==> src/rtl/psr_pkg.sv <==
package psr_pkg;
   localparam int SR_W   = 8;
   localparam int FLAG_W = 5;
   // bit positions inside the status byte
   localparam int POS_I = 7;
   localparam int POS_T = 6;
   localparam int POS_H = 5;
   localparam int POS_S = 4;
   localparam int POS_V = 3;
   localparam int POS_N = 2;
   localparam int POS_Z = 1;
   localparam int POS_C = 0;
endpackage

==> src/rtl/psr_flag_merge.sv <==
// Merges ALU flag proposals into the stored flags under a write mask.
module psr_flag_merge #(
   parameter int FLAG_W = psr_pkg::FLAG_W
) (
   input  logic [FLAG_W-1:0] cur_flags,
   input  logic [FLAG_W-1:0] wr_mask,
   input  logic [FLAG_W-1:0] new_flags,
   output logic [FLAG_W-1:0] nxt_flags
);
   for (genvar g = 0; g < FLAG_W; g++) begin : g_flag
      assign nxt_flags[g] = wr_mask[g] ? new_flags[g] : cur_flags[g];
   end
endmodule

==> src/rtl/psr_bit_xfer.sv <==
// Bit extraction for bit-store and bit insertion for bit-load.
module psr_bit_xfer #(
   parameter int DATA_W = 8,
   localparam int IDX_W = $clog2(DATA_W)
) (
   input  logic [DATA_W-1:0] src_byte,
   input  logic [IDX_W-1:0]  sel,
   input  logic              t_cur,
   output logic              t_pick,
   output logic [DATA_W-1:0] ins_byte
);
   assign t_pick = src_byte[sel];
   for (genvar g = 0; g < DATA_W; g++) begin : g_ins
      assign ins_byte[g] = (sel == IDX_W'(g)) ? t_cur : src_byte[g];
   end
endmodule

==> src/rtl/psr_ie_ctrl.sv <==
// Next value of the global interrupt enable.
module psr_ie_ctrl #(
   parameter bit ACK_FIRST = 1'b1
) (
   input  logic ie_cur,
   input  logic sw_we,
   input  logic sw_ie,
   input  logic irq_ack,
   input  logic reti,
   output logic ie_nxt
);
   logic ie_base;
   assign ie_base = sw_we ? sw_ie : ie_cur;

   if (ACK_FIRST) begin : g_ack_first
      assign ie_nxt = irq_ack ? 1'b0 : (reti ? 1'b1 : ie_base);
   end else begin : g_reti_first
      assign ie_nxt = reti ? 1'b1 : (irq_ack ? 1'b0 : ie_base);
   end
endmodule

==> src/rtl/psr_unit.sv <==
module psr_unit #(
   parameter int          DATA_W    = psr_pkg::SR_W,
   parameter int          FLAG_W    = psr_pkg::FLAG_W,
   parameter bit          ACK_FIRST = 1'b1,
   parameter logic [7:0]  RST_VAL   = 8'h00,
   localparam int         IDX_W     = $clog2(DATA_W)
) (
   input  logic              clk,
   input  logic              rst_n,
   input  logic [FLAG_W-1:0] alu_mask,
   input  logic [FLAG_W-1:0] alu_flags,
   input  logic              sw_we,
   input  logic [DATA_W-1:0] sw_wdata,
   input  logic              bst_en,
   input  logic [DATA_W-1:0] rf_byte,
   input  logic [IDX_W-1:0]  bit_sel,
   input  logic              irq_ack,
   input  logic              reti,
   output logic [DATA_W-1:0] status,
   output logic [DATA_W-1:0] bld_byte
);
   import psr_pkg::*;

   if (DATA_W != 8) begin : g_bad_width
      $error("psr_unit: DATA_W must be 8");
   end
   if (FLAG_W != 5) begin : g_bad_flags
      $error("psr_unit: FLAG_W must be 5");
   end
   if (RST_VAL[POS_S] != (RST_VAL[POS_N] ^ RST_VAL[POS_V])) begin : g_bad_rst
      $error("psr_unit: RST_VAL sign bit inconsistent with N and V");
   end

   logic [DATA_W-1:0] sr_q;
   logic [DATA_W-1:0] base;
   logic [DATA_W-1:0] sr_d;
   logic [FLAG_W-1:0] cur_flags;
   logic [FLAG_W-1:0] alu_nxt;
   logic              t_pick;
   logic              t_nxt;
   logic              ie_nxt;

   assign cur_flags = {sr_q[POS_H], sr_q[POS_V], sr_q[POS_N], sr_q[POS_Z], sr_q[POS_C]};

   psr_flag_merge #(.FLAG_W(FLAG_W)) u_merge (
      .cur_flags (cur_flags),
      .wr_mask   (alu_mask),
      .new_flags (alu_flags),
      .nxt_flags (alu_nxt)
   );

   psr_bit_xfer #(.DATA_W(DATA_W)) u_xfer (
      .src_byte (rf_byte),
      .sel      (bit_sel),
      .t_cur    (sr_q[POS_T]),
      .t_pick   (t_pick),
      .ins_byte (bld_byte)
   );

   psr_ie_ctrl #(.ACK_FIRST(ACK_FIRST)) u_ie (
      .ie_cur  (sr_q[POS_I]),
      .sw_we   (sw_we),
      .sw_ie   (sw_wdata[POS_I]),
      .irq_ack (irq_ack),
      .reti    (reti),
      .ie_nxt  (ie_nxt)
   );

   assign t_nxt = bst_en ? t_pick : sr_q[POS_T];

   // software write wins over ALU and bit-store for bits 6..0
   always_comb begin
      if (sw_we) begin
         base = sw_wdata;
      end else begin
         base          = sr_q;
         base[POS_T]   = t_nxt;
         base[POS_H]   = alu_nxt[4];
         base[POS_V]   = alu_nxt[3];
         base[POS_N]   = alu_nxt[2];
         base[POS_Z]   = alu_nxt[1];
         base[POS_C]   = alu_nxt[0];
      end
   end

   always_comb begin
      sr_d        = base;
      sr_d[POS_S] = sr_d[POS_N] ^ sr_d[POS_V];
      sr_d[POS_I] = ie_nxt;
   end

   always_ff @(posedge clk or negedge rst_n) begin
      if (!rst_n) sr_q <= RST_VAL;
      else        sr_q <= sr_d;
   end

   assign status = sr_q;
endmodule

==> config.mk <==
export PLATFORM = sky130hd
export DESIGN_NAME = psr_unit
export DESIGN_NICKNAME = d
export VERILOG_FILES = /design/src/rtl/psr_pkg.sv /design/src/rtl/psr_flag_merge.sv /design/src/rtl/psr_bit_xfer.sv /design/src/rtl/psr_ie_ctrl.sv /design/src/rtl/psr_unit.sv
export SDC_FILE = /design/constraint.sdc
export NUM_CORES = 1
export LEC_CHECK = 0
export CORE_MARGIN = 1.5
export CORE_UTILIZATION = 33
export CTS_CLUSTER_DIAMETER = 120
export DETAILED_ROUTE_END_ITERATION = 7
export PLACE_DENSITY = 0.89
export SLEW_MARGIN = 20
export SYNTH_ARGS = -nofsm -noshare
export SYNTH_HDL_FRONTEND = slang
export SYNTH_SLANG_ARGS = --single-unit
==> constraint.sdc <==
create_clock -name clk -period 2.9 [get_ports clk]
set_input_delay 0.29 -clock clk [delete_from_list [all_inputs] [get_ports clk]]
set_output_delay 0.29 -clock clk [all_outputs]
set_load 0.03 [all_outputs]
After elaboration in Yosys (flattened, before gate mapping)
Cells that the tools add are included.
{"block": "totals", "reg_bits": 8, "input_bits": 35, "out_inout_bits": 16}
{"block": "classes", "eq_ne": 7, "muxes": 20, "n_reduce_logical": 6, "n_lt_le_gt_ge": 1, "n_bitwise": 1}
{"operator": "two-way mux 1 bit", "n": 18}
{"operator": "== test 3 bit, second input constant", "n": 4}
{"operator": "nonzero test 2 bit", "n": 4}
{"operator": "two-way mux 7 bit", "n": 1}
{"operator": "== test 3 x 2 -> 1 bit, second input constant", "n": 2}
{"operator": "less-than comparator 3 x 4 -> 1 bit, second input constant", "n": 1}
{"operator": "binary-select mux 1 bit (select 3 bit)", "n": 1}
{"operator": "== test 3 x 1 -> 1 bit, second input constant", "n": 1}
{"operator": "zero test 3 bit", "n": 1}
{"operator": "nonzero test 3 bit", "n": 1}
{"operator": "bitwise XOR 1 bit", "n": 1}

Logic depth before layout (Yosys ltp)
Gate-level depths: netlist of run 1.
{"block": "logic_depth", "word_depth": 5, "depth_mapped": 4, "ltp_nobuf": 3}

Cells and area by module
A second synthesis of run 1 with hierarchy kept.
{"block": "unflattened", "hier_cells": 59, "hier_area_um2": 679.4}
{"mod": "psr_unit", "area_per_inst_um2": 332.8, "seq_area_each_um2": 200.2, "cells_each": 20, "n_inst": 1}
{"mod": "psr_bit_xfer", "area_per_inst_um2": 252.7, "seq_area_each_um2": 0.0, "cells_each": 31, "n_inst": 1}
{"mod": "psr_flag_merge", "area_per_inst_um2": 75.1, "seq_area_each_um2": 0.0, "cells_each": 5, "n_inst": 1}
{"mod": "psr_ie_ctrl", "area_per_inst_um2": 18.8, "seq_area_each_um2": 0.0, "cells_each": 3, "n_inst": 1}

Least setup slack after synthesis of run 1
Ideal clock, no wire load.
{"block": "synth_timing", "path_type": "in2out", "start": "input port bit_sel[2]", "end": "output port bld_byte[1]", "cell_stages": 3, "path_slack_ns": 1.498, "t_arrival_ns": 1.112, "n_path_buf": 1, "t_required_ns": 2.610, "cell_sequence": "buf_2 -> nor3b_1 -> mux2_1"}
{"block": "synth_via", "elab_chain_cells": 2}
{"element": "start, declared", "line_no": "psr_unit.sv:16", "text": "input logic [IDX_W-1:0] bit_sel,"}
{"element": "== test 3 x 1 -> 1 bit", "line_no": "psr_bit_xfer.sv:14", "text": "assign ins_byte[g] = (sel == IDX_W'(g)) ? t_cur : src_byte[g];"}
{"element": "two-way mux 1 bit", "line_no": "psr_bit_xfer.sv:14"}
{"element": "end, declared", "line_no": "psr_unit.sv:20", "text": "output logic [DATA_W-1:0] bld_byte"}
Every way passes these cells.

Worst setup path after layout of run 1
{"block": "layout_timing", "start": "input port bit_sel[0]", "end": "output port bld_byte[1]"}
The elaborated chain is that of the path after synthesis.

==> summary.md, run 1 <==
| Metric | Value |
|---|---|
| CTS tree | `built` |
| Number of synthesized register bits | `8` |
| Antenna violations before repair | `0` |
| Fin cells | `approximately 130` |
| Core area | `around 1700 µm²` |
| Largest net degree at the start of global routing | `16` |
| Hpwl dp | `about 1400 µm` |
| Worst-skew pair later-pin latency | `approximately 240 ps` |
| Type of element capturing the critical path | `output pin` |
| First-pass GRT wire length | `2370 µm` |
| Yosys top cell by area | `dfrtp_1` |
| Initial DRC count | `1` |
| Worst Path Required | `between 2000 and 3000 ps` |
| Cell count after placement | `about 130` |
| Sequential share of the synthesized area | `roughly 33%` |
| DRC | `0` |
| Peak supply drop | `between 0.15 and 0.2 mV` |
| Hold Fails Final Rpt | `0` |
| Worst slew margin | `67.1%` |
| HP Class | `primary input to async pin` |
| Slew @ Worst Pin | `493 ps` |
| Final ANT Viol Nets | `0` |
| Worst Skew | `about 0.085 ps` |
| Vias in the first global route | `589` |
| Commonest non-fill, non-tap cell in the layout | `clkdlybuf4s50_1` |
| Reg2reg end | `status[6]$_DFFE_PN0P_` |
| Synth top area share | `around 33%` |
| Largest cells by area after synthesis | `dfrtp_1, mux2_1, mux2i_1` |
| Inserted Diodes | `0` |
| Fin area | `1110 µm²` |
| CP startpoint | `bit_sel[0]` |
| Site Rows | `15` |
| Fmax | `just over 400 MHz` |
| Clk sinks | `8` |
| Inserted Clock Buffers | `3` |
| Largest register FFs | `8` |
| Synth warn | `0` |
| Lkg Pwr | `~0.00044 µW` |
| Setup_tns | `0 ps` |
| Routed WL | `1640 µm` |
| Area grow syn2layout | `84.4%` |
| Placer Congestion | `0.773` |
| Via density | `slightly below 5` |
| Syn Nets | `between 90 and 100` |
| RSZ-0062 raised after global routing | `false` |
| Placed Area | `1080 µm²` |
| Post-cts gate resize count | `0` |
| Unique cell type count in the Yosys netlist | `22` |
| Top fanout value on the critical path | `11` |
| 1st-pass router iterations | `2` |
| I/O pins | `51` |
| PwrDens | `353 nW/µm²` |
| Clock Path Buffers | `2` |
| Finished Core Util | `about 64%` |
| R2R cell count | `3` |
| Max-Cap Viols | `0` |
| Die area | `roughly 2100 µm²` |
| Syn avg cell area | `slightly below 10 µm²` |
| Outcome | `complete, no violations` |
| Root Buffer | `clkbuf_4` |
| Worst R2R Start | `status[6]$_DFFE_PN0P_` |
| Most frequent cells in the layout | `clkdlybuf4s50_1, mux2_1, dfrtp_1` |
| Syn Inst Count | `61` |
| # setup viols final | `0` |
| Global-route total usage across every layer | `15.7%` |
| Power Total | `just under 400 µW` |
| Post-CTS setup buffers | `0` |
| Final worst path period need | `approximately 2500 ps` |
| Hold Buf Count CTS | `0` |
| Final Slew Violations | `0` |
| Number of port buffers | `49` |
| DR WL/cell | `roughly 12 µm` |
| Ratio of cells with drive above 1 in the final layout | `5.61%` |
| R2r setup slk | `1730 ps` |
| Global route overflow | `0` |
| CP Class | `primary input to output pin` |
| Nets | `approximately 140` |
| Synthesized area | `about 600 µm²` |
| H-Tree Depth | `1` |
| Startpoint types | `primary input` |
| Initial Util | `34.8%` |
| Via Count | `about 650` |
| Crit path to | `bld_byte[1]` |
| Critical Path AT | `roughly 2200 ps` |
| Die X | `about 46 µm` |
| Die height | `about 46 µm` |
| Period utilisation layout | `85.5%` |
| Clk slew on worst S/H paths | `50 ps` |
[worst min path at each step]
| stage | endpoint | slack [ps] |
|---|---|---|
| finish | status[2]$_DFF_PN0_ | 320 |
| global route | status[2]$_DFF_PN0_ | 330 |
| CTS | status[6]$_DFFE_PN0P_ | 330 |
| detailed placement | status[1]$_DFFE_PN0P_ | 550 |
| global placement | status[1]$_DFFE_PN0P_ | 540 |
| floorplan | status[0]$_DFFE_PN0P_ | -6 |
[cells in the mapped netlist]
library cell	count
a211oi_1	1
a311oi_1	2
and3_1	1
and3b_1	1
buf_2	3
buf_4	3
dfrtp_1	8
inv_1	1
mux2_1	8
mux2_2	1
mux2i_1	5
mux4_2	1
nand2_1	6
nand3_1	2
nand3b_1	2
nor2_1	2
nor2b_1	3
nor3_1	1
nor3b_1	2
nor4_2	1
o21ai_1	6
xor2_1	1
[layout make-up]
| class | count | area [µm²] |
|---|---|---|
| timing repair buffer | 49 | 490 |
| fill | 155 | 619 |
| clock buffer | 3 | 22.5 |
| sequential | 8 | 200 |
| multi-input combinational | 46 | 359 |
| inverter | 1 | 3.75 |
| tap | 25 | 31.3 |
[stage by stage]
| step | setup slack (ps) | hold WS [ps] |
|---|---|---|
| floorplan | 1500 | -5.59 |
| global placement | 472 | 541 |
| detailed placement | 432 | 553 |
| CTS | 418 | 327 |
| global route | 370 | 332 |
| finish | 422 | 318 |
[metal layers]
layer | share of wire (%) | vias up | wire length, µm | track usage (%)
li1 | - | 316 | - | -
met1 | 39 | 298 | 644 | 16.6
met2 | 49 | 33 | 800 | 29.0
met3 | 11 | 2 | 187 | 4.76
met4 | 0.43 | 0 | 7 | 5.29
met5 | 0 | - | 0 | 0
[power by group]
part | leakage (µW) | internal [µW] | total, µW | switching (µW)
clock network | 0.0000138 | 47.1 | 80.4 | 33.4
logic | 0.000329 | 95.6 | 179 | 83.2
registers | 0.0000959 | 123 | 132 | 8.36
total | 0.000439 | 266 | 391 | 125
[cell families (layout without fill, tap and decap cells)]
| group | Yosys count | after routing | share of synthesized area [%] |
|---|---|---|---|
| mux | 15 | 15 | 29.0 |
| xor+xnor | 1 | 1 | 1.46 |
| flops | 8 | 8 | 33.3 |
| buf+inv | 7 | 53 | 6.87 |
| compound gates | 9 | 9 | 9.17 |
| simple gates | 21 | 21 | 20.2 |
[critical path: stages]
cell	delay [ps]
clkdlybuf4s50_1	670
nor3b_1	290
mux2_1	350
clkdlybuf4s50_1	590
No activity file was read; power rests on OpenSTA's default activity.
==> run 2: changes to the inputs <==
--- a/config.mk
+++ b/config.mk
@@ -5,6 +5,7 @@
 export SDC_FILE = /design/constraint.sdc
 export NUM_CORES = 1
 export LEC_CHECK = 0
+export CAP_MARGIN = 0
 export CORE_MARGIN = 1.5
 export CORE_UTILIZATION = 33
 export CTS_CLUSTER_DIAMETER = 120
==> results of run 2 <==
No change in the layout: final DEF, timing and power equal those of run 1.
